`src/rtl/usb_rxe_pkg.sv`:
```
package usb_rxe_pkg;

  localparam logic [1:0] MODE_ISO = 2'b11;

  typedef enum logic [1:0] {
    HS_NONE = 2'b00,
    HS_ACK  = 2'b01,
    HS_NAK  = 2'b10
  } hs_e;

  // buffer status flags, bit order seen by the buffer manager
  typedef struct packed {
    logic crc;
    logic misalign;
    logic ovr;
  } bstat_t;

  // event bit positions
  localparam int EV_BUF  = 0;
  localparam int EV_BUSY = 1;
  localparam int EV_ISOC = 2;
  localparam int EV_N    = 3;

  function automatic hs_e hs_pick(input logic iso, input logic discard,
                                  input logic crc_ok, input logic aligned,
                                  input logic ovr);
    if (iso)                      return HS_NONE;
    else if (discard)             return HS_NAK;
    else if (!crc_ok || !aligned) return HS_NONE;
    else if (ovr)                 return HS_NAK;
    else                          return HS_ACK;
  endfunction

  // isochronous CRC error alone keeps the buffer open
  function automatic logic keep_open(input logic iso, input logic crc_ok,
                                     input logic aligned, input logic ovr);
    return iso && !crc_ok && aligned && !ovr;
  endfunction

endpackage

```
`src/rtl/rxe_fifo.sv`:
```
module rxe_fifo #(
  parameter int W     = 8,
  parameter int DEPTH = 16
) (
  input  logic         clk,
  input  logic         rst_n,
  input  logic         push,
  input  logic [W-1:0] din,
  input  logic         pop,
  output logic [W-1:0] dout,
  output logic         empty,
  output logic         full,
  output logic         ovw
);
  localparam int AW = (DEPTH > 1) ? $clog2(DEPTH) : 1;
  localparam int CW = $clog2(DEPTH + 1);

  logic [W-1:0]  mem [DEPTH];
  logic [AW-1:0] wr_ptr, rd_ptr;
  logic [CW-1:0] fill;
  logic          do_push;

  function automatic logic [AW-1:0] bump(input logic [AW-1:0] p);
    return (p == AW'(DEPTH - 1)) ? '0 : p + 1'b1;
  endfunction

  function automatic logic [AW-1:0] back(input logic [AW-1:0] p);
    return (p == '0) ? AW'(DEPTH - 1) : p - 1'b1;
  endfunction

  assign empty   = (fill == '0);
  assign full    = (fill == CW'(DEPTH));
  assign ovw     = push && full && !pop;
  assign do_push = push && !ovw;
  assign dout    = mem[rd_ptr];

  always_ff @(posedge clk) begin
    if (ovw)          mem[back(wr_ptr)] <= din;
    else if (do_push) mem[wr_ptr]       <= din;
  end

  always_ff @(posedge clk) begin
    if (!rst_n) begin
      wr_ptr <= '0;
      rd_ptr <= '0;
      fill   <= '0;
    end else begin
      if (do_push) wr_ptr <= bump(wr_ptr);
      if (pop)     rd_ptr <= bump(rd_ptr);
      case ({do_push, pop})
        2'b10:   fill <= fill + 1'b1;
        2'b01:   fill <= fill - 1'b1;
        default: fill <= fill;
      endcase
    end
  end

  assert_fifo_bound_R1: assert property (@(posedge clk) disable iff (!rst_n)
    fill <= CW'(DEPTH));
  assert_no_pop_empty_R1: assert property (@(posedge clk) disable iff (!rst_n)
    pop |-> !empty);
  assert_ovw_stays_full_R2: assert property (@(posedge clk) disable iff (!rst_n)
    ovw |=> full);
endmodule

```
`src/rtl/rxe_events.sv`:
```
module rxe_events #(
  parameter int N = 3
) (
  input  logic         clk,
  input  logic         rst_n,
  input  logic [N-1:0] set,
  input  logic [N-1:0] clr,
  output logic [N-1:0] evt
);
  always_ff @(posedge clk) begin
    if (!rst_n) evt <= '0;
    else        evt <= (evt & ~clr) | set;
  end

  for (genvar i = 0; i < N; i++) begin : g_chk
    assert_evt_sticky_R9: assert property (@(posedge clk) disable iff (!rst_n)
      (evt[i] && !clr[i]) |=> evt[i]);
    assert_evt_cleared_R9: assert property (@(posedge clk) disable iff (!rst_n)
      (clr[i] && !set[i]) |=> !evt[i]);
  end
endmodule

```
`src/rtl/usb_rx_err_handler.sv`:
```
module usb_rx_err_handler
  import usb_rxe_pkg::*;
#(
  parameter int DEPTH = 16,
  parameter int CNT_W = 11
) (
  input  logic             clk,
  input  logic             rst_n,
  input  logic [1:0]       xfer_mode,
  input  logic             pkt_start,
  input  logic             rx_valid,
  input  logic [7:0]       rx_byte,
  input  logic             pkt_end,
  input  logic             pkt_crc_ok,
  input  logic             pkt_aligned,
  input  logic             buf_avail,
  output logic             buf_take,
  output logic             wr_valid,
  output logic [7:0]       wr_byte,
  input  logic             wr_ready,
  output logic             close_valid,
  output logic [CNT_W-1:0] close_count,
  output logic [2:0]       close_stat,
  output logic [1:0]       hs_code,
  output logic [EV_N-1:0]  evt_flags,
  input  logic [EV_N-1:0]  evt_clr
);
  logic iso;
  logic in_pkt, discard, drop, buf_open, end_pend, keep_q;
  bstat_t flags;
  logic [CNT_W-1:0] cnt;
  hs_e hs_q;

  // named internal events
  logic start_ok, busy_start, push, pop, end_ok, close_fire, fifo_empty,
        fifo_full, fifo_ovw, rxb_set, isoc_set;
  logic [EV_N-1:0] ev_set;

  assign iso        = (xfer_mode == MODE_ISO);
  assign start_ok   = pkt_start && !in_pkt;
  assign buf_take   = start_ok && !buf_open && buf_avail;
  assign busy_start = start_ok && !buf_open && !buf_avail;
  assign push       = rx_valid && in_pkt && !discard && !drop;
  assign wr_valid   = !fifo_empty;
  assign pop        = wr_valid && wr_ready;
  assign end_ok     = pkt_end && in_pkt;
  assign close_fire = end_pend && fifo_empty;
  assign rxb_set    = close_fire && !keep_q && (|flags);
  assign isoc_set   = end_ok && !discard && iso && !pkt_crc_ok;

  always_comb begin
    ev_set          = '0;
    ev_set[EV_BUF]  = rxb_set;
    ev_set[EV_BUSY] = busy_start;
    ev_set[EV_ISOC] = isoc_set;
  end

  rxe_fifo #(.W(8), .DEPTH(DEPTH)) u_fifo (
    .clk(clk), .rst_n(rst_n), .push(push), .din(rx_byte), .pop(pop),
    .dout(wr_byte), .empty(fifo_empty), .full(fifo_full), .ovw(fifo_ovw)
  );

  rxe_events #(.N(EV_N)) u_evt (
    .clk(clk), .rst_n(rst_n), .set(ev_set), .clr(evt_clr), .evt(evt_flags)
  );

  // packet framing
  always_ff @(posedge clk) begin
    if (!rst_n) begin
      in_pkt   <= 1'b0;
      discard  <= 1'b0;
      drop     <= 1'b0;
      end_pend <= 1'b0;
      keep_q   <= 1'b0;
      hs_q     <= HS_NONE;
    end else begin
      if (start_ok) begin
        in_pkt  <= 1'b1;
        discard <= busy_start;
        drop    <= 1'b0;
      end else if (end_ok) begin
        in_pkt <= 1'b0;
      end
      if (fifo_ovw) drop <= 1'b1;
      hs_q <= end_ok ? hs_pick(iso, discard, pkt_crc_ok, pkt_aligned, flags.ovr)
                     : HS_NONE;
      if (end_ok && !discard) begin
        end_pend <= 1'b1;
        keep_q   <= keep_open(iso, pkt_crc_ok, pkt_aligned, flags.ovr);
      end else if (close_fire) begin
        end_pend <= 1'b0;
      end
    end
  end

  // buffer state, count and status flags
  always_ff @(posedge clk) begin
    if (!rst_n) begin
      buf_open    <= 1'b0;
      cnt         <= '0;
      flags       <= '0;
      close_valid <= 1'b0;
      close_count <= '0;
      close_stat  <= '0;
    end else begin
      close_valid <= 1'b0;
      if (buf_take) begin
        buf_open <= 1'b1;
        cnt      <= '0;
      end else if (pop) begin
        cnt <= cnt + 1'b1;
      end
      if (fifo_ovw) flags.ovr <= 1'b1;
      if (end_ok && !discard) begin
        if (!pkt_aligned)        flags.misalign <= 1'b1;
        if (!pkt_crc_ok && !iso) flags.crc      <= 1'b1;
      end
      if (close_fire && !keep_q) begin
        close_valid <= 1'b1;
        close_count <= cnt;
        close_stat  <= flags;
        buf_open    <= 1'b0;
        flags       <= '0;
      end
    end
  end

  assign hs_code = hs_q;

  assert_take_single_R10: assert property (@(posedge clk) disable iff (!rst_n)
    buf_take |=> !buf_take);
  assert_hs_after_end_R7: assert property (@(posedge clk) disable iff (!rst_n)
    (hs_code != HS_NONE) |-> $past(pkt_end));
  assert_iso_silent_R6: assert property (@(posedge clk) disable iff (!rst_n)
    (hs_code != HS_NONE) |-> ($past(xfer_mode) != MODE_ISO));
  assert_close_single_R12: assert property (@(posedge clk) disable iff (!rst_n)
    close_valid |=> !close_valid);
  assert_close_drained_R1: assert property (@(posedge clk) disable iff (!rst_n)
    close_valid |-> !$past(wr_valid));
  assert_busy_cause_R3: assert property (@(posedge clk) disable iff (!rst_n)
    $rose(evt_flags[EV_BUSY]) |-> ($past(pkt_start) && !$past(buf_avail)));
endmodule

```
`config.mk`:
```
export PLATFORM = sky130hd
export DESIGN_NAME = usb_rx_err_handler
export DESIGN_NICKNAME = d
export VERILOG_FILES = /design/src/rtl/usb_rxe_pkg.sv /design/src/rtl/rxe_fifo.sv /design/src/rtl/rxe_events.sv /design/src/rtl/usb_rx_err_handler.sv
export SDC_FILE = /design/constraint.sdc
export NUM_CORES = 1
export LEC_CHECK = 0
export BUFFER_PORTS_ARGS = -buffer_cell sky130_fd_sc_hd__buf_2
export CAP_MARGIN = 20
export CORE_UTILIZATION = 54
export CTS_BUF_LIST = sky130_fd_sc_hd__clkbuf_8 sky130_fd_sc_hd__clkbuf_16
export CTS_CLUSTER_SIZE = 8
export DETAILED_ROUTE_END_ITERATION = 10
export GPL_TIMING_DRIVEN = 0
export PLACE_DENSITY_LB_ADDON = 0.1
export SYNTH_ARGS = -nofsm -noshare
export SYNTH_HDL_FRONTEND = slang
export SYNTH_HIERARCHICAL = 1
export SYNTH_SLANG_ARGS = --single-unit
```
`constraint.sdc`:
```
create_clock -name clk -period 2.8 [get_ports clk]
set_input_delay 0.14 -clock clk [delete_from_list [all_inputs] [get_ports clk]]
set_output_delay 0.14 -clock clk [all_outputs]
set_load 0.1 [all_outputs]
```
==> out/qor_table.md <==
| Stage | Parameter | This run |
| --- | --- | --- |
| floorplan | Initial core utilization | 0.551 |
| logic synthesis | Synth area leader | sky130_fd_sc_hd__edfxtp_1 |
| detailed routing | Routed Wire Length | 15.6 mm |
| grt | Number of global-route vias before repair | 4512 |
| power | Worst IR drop on VDD | 0.578 mV |
| logic synthesis | Most frequently used cell type in the post-synthesis netlist | sky130_fd_sc_hd__edfxtp_1 |
| setup path | R2R Path Start | u_fifo/fill[1]$_SDFFE_PN0P_ |
| detailed routing | Number of vias after detailed routing | 4493 |
| logic synthesis | Cell count after synthesis | 481 |
| clocking | Total number of clock tree sinks | 185 |
| cells and area | Fraction of layout instances using a drive strength above 1 | 0.344 |
| timing | Final count of hold timing violations | 0 |
| floorplan | Die outline width | 121 microns |
| timing | Worst Setup Slack, final | -0.0361 ns |
| logic synthesis | Number of register bits inferred by synthesis | 185 |
| hold path | Endpoint of the worst hold path | in_pkt$_SDFFE_PN0P_ |
| timing | Clock skew after layout | 0.00884 ns |
| timing | Unrepaired setup endpoints after global routing | yes |
| logic synthesis | Yosys cell types | 57 |
| timing | Fin crit share | 1.01 |
| detailed routing | Residual DRC | 0 |
| setup path | Reg-to-Reg End | u_fifo/mem[12][1]$_DFFE_PP_ |
| power | Standby leakage power | 3.32 nW |
| detailed routing | Average via count per standard cell | 5.75 |
| clocking | Clk_lat worst skew | 0.42 ns |
| status | Failing checks | setup timing |
| logic synthesis | Average instance area after synthesis | 15.9 sq um |
| cells and area | Number of diodes added for antenna fixing | 0 |
| setup path | Data arrival time of the critical path | 2.97 ns |
| cells and area | Nets | 618 |
| logic synthesis | Top cell type's share of synthesized area | 0.502 |
| placed design | Input/output buffers | 51 |
| setup path | WS Path Type | reg -> reg |
| timing | Slew at the pin closest to its max-slew limit | 0.666 ns |
| setup path | Maximum net fanout on the critical path | 8 |
| logic synthesis | Total number of yosys warnings | 6 |
| status | Status | finished, violations left |
| grt | Overall Global Routing Usage | 0.223 |
| detailed routing | Post-route antenna net violation count | 0 |
| power | Switching share of power | 0.302 |
| floorplan | Core box area | 13900 sq um |
| grt | Grt total ovfl | 0 |
| timing | Count of final setup violators | 32 |
| power | Internal power summed over all cells | 0.00478 W |
| logic synthesis | Count of flip-flops with a built-in enable after synthesis | 128 |
| grt | Largest net degree at the start of global routing | 17 |
| floorplan | DIE HEIGHT | 121 microns |
| hold path | Number of instances on the worst hold path | 3 |
| detailed routing | Wire length per cell | 20.0 microns |
| setup path | CP Capture Type | register |
| clocking | Clock Path Buffers | 2 |
| floorplan | Number of top-level pins | 52 |
| placed design | Cell count after placement | 712 |
| timing | Crit path time final | 2.84 ns |
| logic synthesis | Netlist Area Pre-Place | 7650 sq um |
| placed design | Standard cell area after detailed placement | 8200 sq um |
| cells and area | Fraction of the core area covered by cells at the end of the flow | 0.687 |
| logic synthesis | Async SR Flop Fraction | 0 |
| logic synthesis | Net count of the mapped netlist | 511 |
| grt | First-pass GRT wire length | 23.9 mm |
| clocking | TritonCTS Buffers | 17 |
| power | Sequential share of power | 0.443 |
| setup path | Worst-case reg-to-reg path depth | 10 |
| hold path | Min-Delay Path Class | in -> reg |
| logic synthesis | Top cells by area in the synthesized netlist | sky130_fd_sc_hd__edfxtp_1 (50%), sky130_fd_sc_hd__dfxtp_1 (15%), sky130_fd_sc_hd__mux4_1 (9.6%), sky130_fd_sc_hd__mux4_2 (3.5%), sky130_fd_sc_hd__nor2_1 (1.7%) |
| clocking | H-tree lvl count | 4 |
| grt | Antenna violations before repair | 0 |
| clocking | TritonCTS clock tree | done |
| setup path | Register-to-Register Setup Slack | -0.04 ns |
| timing | Maximum clock frequency | 353 MHz |
| placed design | Estimated wirelength of the detail-placed design | 10.0 mm |
| logic synthesis | Most frequent cells after synthesis | sky130_fd_sc_hd__edfxtp_1 (128), sky130_fd_sc_hd__dfxtp_1 (57), sky130_fd_sc_hd__nor2_1 (34) |
| logic synthesis | Primary FF master, synth | sky130_fd_sc_hd__edfxtp_1 |
| logic synthesis | Sequential-to-total area share from yosys stat | 0.651 |
| detailed routing | Count of TritonRoute iterations in the first routing pass | 5 |
| power | Clock power frac | 0.312 |
| cells and area | Relative area change from synthesis to final layout | 24.5% |
| setup path | Required time of the critical path | 2.94 ns |
| timing | Headroom to the max-slew limit | 0.556 |
| cells and area | Final design area excluding fillers | 9530 sq um |
| hold path | Start point of the worst hold path | pkt_start |
| setup path | Critical Path Source Type | register |
| power | Part of the total power dissipated in combinational logic | 0.245 |
| job | MaxCap Viol Count | 0 |
| clocking | Root buf cell | sky130_fd_sc_hd__clkbuf_16 |
| detailed routing | Initial detailed-routing violation count | 345 |
| floorplan | Die Area | 14700 sq um |
| power | Power per cell area | 719 nW/um^2 |
| cells and area | Fillers | 944 |
| placed design | Final GP Congestion | 0.810 |
| timing | Number of max-slew violations in the final report | 0 |
| power | P_sw | 0.00207 W |
| cells and area | Non-filler cells in the finished layout | 781 |
| clocking | Clk pin slew, worst setup/hold paths | 0.07 ns |
| floorplan | Cell Rows | 43 |
-- stage by stage --
stage | worst slack (ns) | power, W | setup TNS, ns | hold WS (ns)
floorplan | 0.00142 | 0.00426 | 0 | 0.239
global placement | -0.539 | 0.00455 | -56.72 | 0.375
detailed placement | -0.584 | 0.00458 | -62.87 | 0.378
CTS | -0.0965 | 0.00686 | -9.15 | 0.00197
global route | -0.110 | 0.00711 | -5.97 | 0.00467
finish | -0.0361 | 0.00685 | -0.617 | 0.00943
-- repair_timing --
action | in CTS | in global routing
endpoints found under the setup margin | 138 | 131
buffers inserted | 28 | 11
hold buffers | 2 | 0
resized for setup | 51 | 25
pin swaps | 22 | 23
hold endpoints to repair | 2 | 0
-- state kept, by name, summed over array words and instances (netlist names), named ones only --
signal	count
u_fifo/rd_ptr	4
close_count	11
u_fifo/mem	128
cnt	11
discard	1
in_pkt	1
drop	1
keep_q	1
u_evt/evt	3
flags	3
hs_code	2
u_fifo/wr_ptr	4
buf_open	1
end_pend	1
u_fifo/fill	5
close_stat	3
close_valid	1
-- cell type report --
class                      instances  area, sq um  area share
inverter                          13         52.6     0.00551
multi-input combinational        262         2880       0.302
clock buffer                      17          425      0.0446
clock inverter                    15          104      0.0109
tap                              180          225      0.0236
sequential                       185         4990       0.524
timing repair buffer              89          729      0.0765
buffer                            20          120      0.0126
-- worst max-delay path, cell delays in order (launching register included) --
cell and delay [ns]:
sky130_fd_sc_hd__dfxtp_4 0.35, sky130_fd_sc_hd__or4_4 0.55, sky130_fd_sc_hd__nor2_4 0.14, sky130_fd_sc_hd__nand2b_4 0.16, sky130_fd_sc_hd__clkinvlp_4 0.14, sky130_fd_sc_hd__or2b_4 0.32
sky130_fd_sc_hd__o21ai_4 0.24, sky130_fd_sc_hd__and3_4 0.25, sky130_fd_sc_hd__a21oi_4 0.08, sky130_fd_sc_hd__nor2_4 0.17, sky130_fd_sc_hd__buf_12 0.14
-- logic make-up after synthesis --
kind of cell / synth area share
AOI/OAI and AO/OA: 0.0686
DFF: 0.651
adders and majority gates: 0.0141
muxes: 0.143
xor gates and xnor gates: 0.00801
and+or+nand+nor: 0.0920
buffers and inverters: 0.0229
-- metal layers --
layer	track usage	vias up	part of all wire
met1	0.278	2272	0.42
met2	0.385	80	0.53
li1	-	2119	-
met5	0	-	0
met3	0.0442	22	0.034
met4	0.0841	0	0.019
-- power by group through the flow --
stage | Clock, W | Combinational, W | Sequential, W
after global placement | 0 | 0.00145 | 0.00309
final | 0.00214 | 0.00168 | 0.00304
after detailed placement | 0 | 0.00148 | 0.00310
after CTS | 0.00217 | 0.00165 | 0.00304
after global routing | 0.00228 | 0.00179 | 0.00304
after floorplan | 0 | 0.00115 | 0.00311
-- how the worst max path moves through the flow --
| stage | cells after the start | startpoint | to | slack, ns |
|---|---|---|---|---|
| after detailed placement | 10 | u_fifo/fill[0]$_SDFFE_PN0P_ | u_fifo/mem[8][3]$_DFFE_PP_ | -0.58 |
| after global routing | 13 | u_fifo/fill[1]$_SDFFE_PN0P_ | u_fifo/fill[4]$_SDFFE_PN0P_ | -0.11 |
| final | 10 | u_fifo/fill[1]$_SDFFE_PN0P_ | u_fifo/mem[12][1]$_DFFE_PP_ | -0.04 |
| after floorplan | 10 | u_fifo/fill[0]$_SDFFE_PN0P_ | u_fifo/mem[0][0]$_DFFE_PP_ | 0.001 |
| after CTS | 10 | u_fifo/fill[3]$_SDFFE_PN0P_ | u_fifo/mem[4][6]$_DFFE_PP_ | -0.1 |
| after global placement | 10 | u_fifo/fill[0]$_SDFFE_PN0P_ | u_fifo/mem[8][6]$_DFFE_PP_ | -0.54 |
-- placed cells by master (no fill, tap or decap), types with 5 or more instances in the layout --
cell / count
sky130_fd_sc_hd__edfxtp_1: 128
sky130_fd_sc_hd__buf_2: 57
sky130_fd_sc_hd__dfxtp_1: 54
sky130_fd_sc_hd__mux4_1: 28
sky130_fd_sc_hd__nand2_1: 19
sky130_fd_sc_hd__nor2_1: 17
sky130_fd_sc_hd__clkbuf_16: 17
sky130_fd_sc_hd__nor2_4: 17
sky130_fd_sc_hd__buf_4: 15
sky130_fd_sc_hd__a22o_1: 14
sky130_fd_sc_hd__a21oi_1: 13
sky130_fd_sc_hd__inv_1: 12
sky130_fd_sc_hd__buf_6: 12
sky130_fd_sc_hd__mux4_2: 12
sky130_fd_sc_hd__buf_12: 12
sky130_fd_sc_hd__and2_1: 9
sky130_fd_sc_hd__o21a_1: 8
sky130_fd_sc_hd__nand3_1: 8
sky130_fd_sc_hd__mux2i_1: 8
sky130_fd_sc_hd__o21ai_0: 6
sky130_fd_sc_hd__ha_1: 6
sky130_fd_sc_hd__clkbuf_1: 5
sky130_fd_sc_hd__o21ai_4: 5
sky130_fd_sc_hd__xnor2_1: 5
Power figures use the tool's default switching activity.
